===== src/rtl/ilk_pkg.sv =====
package ilk_pkg;
  // Which command of a pair completed the overlap and so owns the release.
  typedef enum logic {
    LATE_HI = 1'b0,
    LATE_LO = 1'b1
  } late_sel_e;
endpackage


===== src/rtl/ilk_sync.sv =====
module ilk_sync #(
  parameter int WIDTH  = 7,
  parameter int STAGES = 2
) (
  input  logic             clk,
  input  logic             rst_n,
  input  logic [WIDTH-1:0] d_in,
  output logic [WIDTH-1:0] d_out
);
  logic [WIDTH-1:0] stage_q [STAGES];

  genvar s;
  generate
    for (s = 0; s < STAGES; s++) begin : g_stage
      if (s == 0) begin : g_first
        always_ff @(posedge clk or negedge rst_n) begin
          if (!rst_n) stage_q[s] <= '1;
          else        stage_q[s] <= d_in;
        end
      end else begin : g_next
        always_ff @(posedge clk or negedge rst_n) begin
          if (!rst_n) stage_q[s] <= '1;
          else        stage_q[s] <= stage_q[s-1];
        end
      end
    end
  endgenerate

  assign d_out = stage_q[STAGES-1];
endmodule


===== src/rtl/ilk_phase.sv =====
module ilk_phase
  import ilk_pkg::*;
(
  input  logic clk,
  input  logic rst_n,
  input  logic hi_s_n,
  input  logic lo_s_n,
  output logic gate_hi,
  output logic gate_lo,
  output logic tripped
);
  logic      hi_prev, lo_prev;
  late_sel_e late_q;
  logic      both_on, hi_fall, lo_fall, late_fall, trip_nxt;

  always_comb begin
    both_on   = !hi_s_n && !lo_s_n;
    hi_fall   = hi_prev && !hi_s_n;
    lo_fall   = lo_prev && !lo_s_n;
    late_fall = (late_q == LATE_LO) ? lo_fall : hi_fall;
    trip_nxt  = both_on || (tripped && !late_fall);
  end

  always_ff @(posedge clk or negedge rst_n) begin
    if (!rst_n) begin
      hi_prev <= 1'b1;
      lo_prev <= 1'b1;
      late_q  <= LATE_LO;
      tripped <= 1'b0;
      gate_hi <= 1'b0;
      gate_lo <= 1'b0;
    end else begin
      hi_prev <= hi_s_n;
      lo_prev <= lo_s_n;
      tripped <= trip_nxt;
      gate_hi <= !hi_s_n && !trip_nxt;
      gate_lo <= !lo_s_n && !trip_nxt;
      if (both_on && !tripped)
        late_q <= lo_fall ? LATE_LO : LATE_HI;
    end
  end

  AST_TRIP_CUTS: assert property (@(posedge clk) disable iff (!rst_n)
    (!hi_s_n && !lo_s_n) |=> (tripped && !gate_hi && !gate_lo));
  AST_NEVER_BOTH: assert property (@(posedge clk) disable iff (!rst_n)
    !(gate_hi && gate_lo));
  AST_HOLD: assert property (@(posedge clk) disable iff (!rst_n)
    (tripped && !late_fall) |=> tripped);
  AST_RELEASE: assert property (@(posedge clk) disable iff (!rst_n)
    (tripped && late_fall && !both_on) |=> !tripped);
  AST_LATCHED_OFF: assert property (@(posedge clk) disable iff (!rst_n)
    tripped |-> (!gate_hi && !gate_lo));
endmodule


===== src/rtl/leg_interlock.sv =====
module leg_interlock #(
  parameter int NUM_PH      = 3,
  parameter int SYNC_STAGES = 2
) (
  input  logic              clk,
  input  logic              rst_n,
  input  logic [NUM_PH-1:0] cmd_hi_n,
  input  logic [NUM_PH-1:0] cmd_lo_n,
  input  logic              cmd_brake_n,
  output logic [NUM_PH-1:0] gate_hi,
  output logic [NUM_PH-1:0] gate_lo,
  output logic              brake_en,
  output logic              fault_n
);
  localparam int NCMD = 2 * NUM_PH + 1;

  logic [NCMD-1:0]   raw_cmd, sync_cmd;
  logic [NUM_PH-1:0] hi_s_n, lo_s_n, tripped;

  assign raw_cmd = {cmd_brake_n, cmd_lo_n, cmd_hi_n};

  ilk_sync #(.WIDTH(NCMD), .STAGES(SYNC_STAGES)) u_sync (
    .clk   (clk),
    .rst_n (rst_n),
    .d_in  (raw_cmd),
    .d_out (sync_cmd)
  );

  assign hi_s_n = sync_cmd[NUM_PH-1:0];
  assign lo_s_n = sync_cmd[2*NUM_PH-1:NUM_PH];

  genvar p;
  generate
    for (p = 0; p < NUM_PH; p++) begin : g_ph
      ilk_phase u_ph (
        .clk     (clk),
        .rst_n   (rst_n),
        .hi_s_n  (hi_s_n[p]),
        .lo_s_n  (lo_s_n[p]),
        .gate_hi (gate_hi[p]),
        .gate_lo (gate_lo[p]),
        .tripped (tripped[p])
      );
    end
  endgenerate

  // Brake path: same delay, no conflict check.
  always_ff @(posedge clk or negedge rst_n) begin
    if (!rst_n) brake_en <= 1'b0;
    else        brake_en <= !sync_cmd[NCMD-1];
  end

  assign fault_n = ~|tripped;

  AST_BRAKE_FREE: assert property (@(posedge clk) disable iff (!rst_n)
    !sync_cmd[NCMD-1] |=> brake_en);
  AST_FAULT_GATES: assert property (@(posedge clk) disable iff (!rst_n)
    !fault_n |-> ((~gate_hi & ~gate_lo) != '0));
endmodule


===== config.mk =====
export PLATFORM = sky130hd
export DESIGN_NAME = leg_interlock
export DESIGN_NICKNAME = d
export VERILOG_FILES = /design/src/rtl/ilk_pkg.sv /design/src/rtl/ilk_sync.sv /design/src/rtl/ilk_phase.sv /design/src/rtl/leg_interlock.sv
export SDC_FILE = /design/constraint.sdc
export NUM_CORES = 1
export LEC_CHECK = 0
export BUFFER_PORTS_ARGS = -buffer_cell sky130_fd_sc_hd__buf_2
export CAP_MARGIN = 20
export CORE_MARGIN = 2
export CORE_UTILIZATION = 35
export CTS_BUF_LIST = sky130_fd_sc_hd__clkbuf_4 sky130_fd_sc_hd__clkbuf_8
export DETAILED_ROUTE_END_ITERATION = 8
export SYNTH_ARGS = -nofsm -noshare
export SYNTH_HDL_FRONTEND = slang
export SYNTH_SLANG_ARGS = --single-unit

===== constraint.sdc =====
create_clock -name clk -period 0.95 [get_ports clk]
set_input_delay 0.19 -clock clk [delete_from_list [all_inputs] [get_ports clk]]
set_output_delay 0.19 -clock clk [all_outputs]
set_load 0.1 [all_outputs]

==> out/metrics.yaml <==
max_stage_delay_ps: 430
period_minus_slack_ps: 1370
die_area_um2: 3710
syn-num-nets: 83
synth.distinct_cells: 12
seqCellArea_um2: 860
grt_pass1_vias: 724
start_util: 0.368
yosysMostFrequentCell: "dfstp_2"
core_area_um2: 3080
track_usage: 0.118
relSlewSlack: 0.882
via_per_inst: 4.26
p_per_area_nw_per_um2: 2030
hold_path_class: "input pin to asynchronous set/reset pin"
nets: 125
worstSetupPathType: "register to output pin"
synth_common_cells: "23 x dfstp_2, 10 x dfrtp_1, 9 x nand2b_1"
rr_endpoint: "g_ph[2].u_ph.late_q"
cp_data_arrival_time_ps: 1180
ys_seq_elements: 33
cts_buffers: 5
yosysSeqAreaShare: 0.754
wirelength_mm: 1.79
die_x_um: 60.9
cp_slowest_cell: "dfrtp_2"
port_buffers: 16
wl_per_cell_um: 11.1
post-route-period-util: 1.44
power_mw: 3.58
cts_root_buffer: "clkbuf_4"
cts-htree-levels: 2
drive_gt1_frac: 0.769
vias: 686
synthArstFlopShare: 1.00
crit_chain: "nor3_4 -> buf_12"
gp_congestion: 0.674
antenna_found_initial: 0
end_kind: "output pin"
required_ps: 760
grt_first_pass_wirelength_mm: 3.04
finalHoldViolations: 0
r2r_slack_ps: -140
path_clk_slew_ps: 90
clk_latency_ps: 330
ant_nets: 0
worst_pin_slew_ps: 176
path_max_fanout: 2
vdd_drop_max_v: 0.00111
ys_warn_count: 0
grt_start_max_net_pins: 34
r2r-start: "g_ph[2].u_ph.tripped"
violations: "negative setup slack"
synth_top_area_frac: 0.533
grt_setup_unrepaired: "true"
synth.area.top_cells: "dfstp_2 53%, dfrtp_1 22%, nand2b_1 5.0%, buf_4 4.0%, mux2_4 4.0%"
area_growth_pct: 55.4
maxCapViolCount: 0
diodes: 0
cts_tree: "done"
r2r_cells: 3
rows: 20
fin_skew_ps: 7.59
syn_area_um2: 1130
drt-pass1-iter-count: 4
clock-sinks: 33
synthFlopType: "dfstp_2"
multi_input_area_um2: 330
die_y_um: 60.9
n_fill_cell: 249
io_pins: 17
overflow: 0
max_freq_ghz: 0.729
post-place-ws_ps: -105
setup_viol: 15
p_leak_nw: 0.765
syn-instance-count: 74
synth_edf_count: 0
yosys.area.top_type: "dfstp_2"
drt-initial-drc-count: 7
syn_area_per_cell_um2: 15.3
slew_violations: 0
post-route-util: 0.572
clock_tree.buffer_depth: 2
dp_hpwl_mm: 1.06
drc_errors: 0
setup_slack_ps: -422
status: "finished, violations left"
start_kind: "register"
==> state kept, by name (all words and copies together) (netlist names) <==
register	flops
g_ph.u_ph.gate_lo	3
u_sync.d_out	7
u_sync.stage_q	7
g_ph.u_ph.late_q	3
g_ph.u_ph.hi_prev	3
g_ph.u_ph.tripped	3
brake_en	1
g_ph.u_ph.lo_prev	3
g_ph.u_ph.gate_hi	3
==> power by group <==
group / internal (mW) / switching [mW] / leakage (nW)
clock network: 0.422 / 0.419 / 0.0394
logic: 0.480 / 0.474 / 0.361
registers: 1.63 / 0.154 / 0.364
total: 2.53 / 1.05 / 0.765
==> worst max-delay path by stage <==
stage | startpoint | slack [ps] | endpoint | cells past startpoint
3_5_place_dp | g_ph[2].u_ph.tripped | -100 | fault_n | 2
6_report | g_ph[0].u_ph.tripped | -420 | fault_n | 2
5_1_grt | g_ph[0].u_ph.tripped | -480 | fault_n | 2
3_3_place_gp | g_ph[2].u_ph.tripped | -90 | fault_n | 2
4_1_cts | g_ph[0].u_ph.tripped | -450 | fault_n | 2
2_1_floorplan | g_ph[0].u_ph.tripped | -480 | fault_n | 1
==> critical path, delay by kind of cell (launching register included) <==
| family | cells | cell delay [ps] |
|---|---|---|
| DFF | 1 | 430 |
| and+or+nand+nor | 1 | 220 |
| buffers and inverters | 1 | 200 |
==> what timing repair did <==
| item | 4_1_cts | 5_1_grt |
|---|---|---|
| cloned | 0 | 0 |
| hold buffers | 8 | 0 |
| endpoints found under the setup margin | 14 | 20 |
| gates resized for setup | 17 | 14 |
| buffers inserted | 6 | 4 |
| pin swaps | 5 | 4 |
| hold endpoints to repair | 21 | 0 |
==> through the flow <==
stage | setup TNS (ps) | cells | instance area [um^2] | hold WS (ps)
floorplan | -517 | 74 | 1150 | -106
detailed placement | -301 | 135 | 1420 | 155
global placement | -179 | 135 | 1420 | 153
CTS | -2010 | 157 | 1670 | 317
global route | -2590 | 161 | 1760 | 347
finish | -1830 | 161 | 1760 | 340
==> routing by layer <==
layer,wire [um],up-vias,GRT usage
met4,55,0,0.0932
met3,100,8,0.0448
li1,-,329,-
met2,938,19,0.192
met1,697,330,0.122
met5,0,-,0
==> cells by family after synthesis <==
family / share of synthesized area
AOI/OAI and AO/OA: 0.0728
buffers and inverters: 0.0430
DFF: 0.754
muxes: 0.0397
and+or+nand+nor: 0.0905
==> cell usage in the layout (no fill, tap or decap) <==
cell / netlist / final
nand2_1: 3 / 1
a22oi_1: 3 / 3
nand2_2: 0 / 2
clkbuf_4: 0 / 7
clkbuf_8: 0 / 1
nand2b_1: 9 / 3
buf_12: 0 / 9
nor3_2: 3 / 1
o21ai_2: 0 / 4
dfrtp_1: 10 / 6
nor3_4: 0 / 3
o21ai_1: 0 / 1
a21oi_1: 6 / 3
dlygate4sd3_1: 0 / 8
buf_2: 0 / 8
a21oi_2: 0 / 3
o21ai_0: 6 / 1
nand2b_4: 0 / 6
mux2_4: 3 / 3
inv_1: 1 / 1
dfstp_2: 23 / 23
buf_4: 6 / 9
dfrtp_2: 0 / 4
buf_6: 0 / 7
==> final cells by class <==
type / instances / share of cell area
Sequential cell: 33 / 0.488
Inverter: 1 / 0.00213
Multi-Input combinational cell: 34 / 0.188
Tap cell: 44 / 0.0312
Timing Repair Buffer: 41 / 0.254
Clock buffer: 8 / 0.0376
Note: power is estimated with default switching activity, not from simulation.
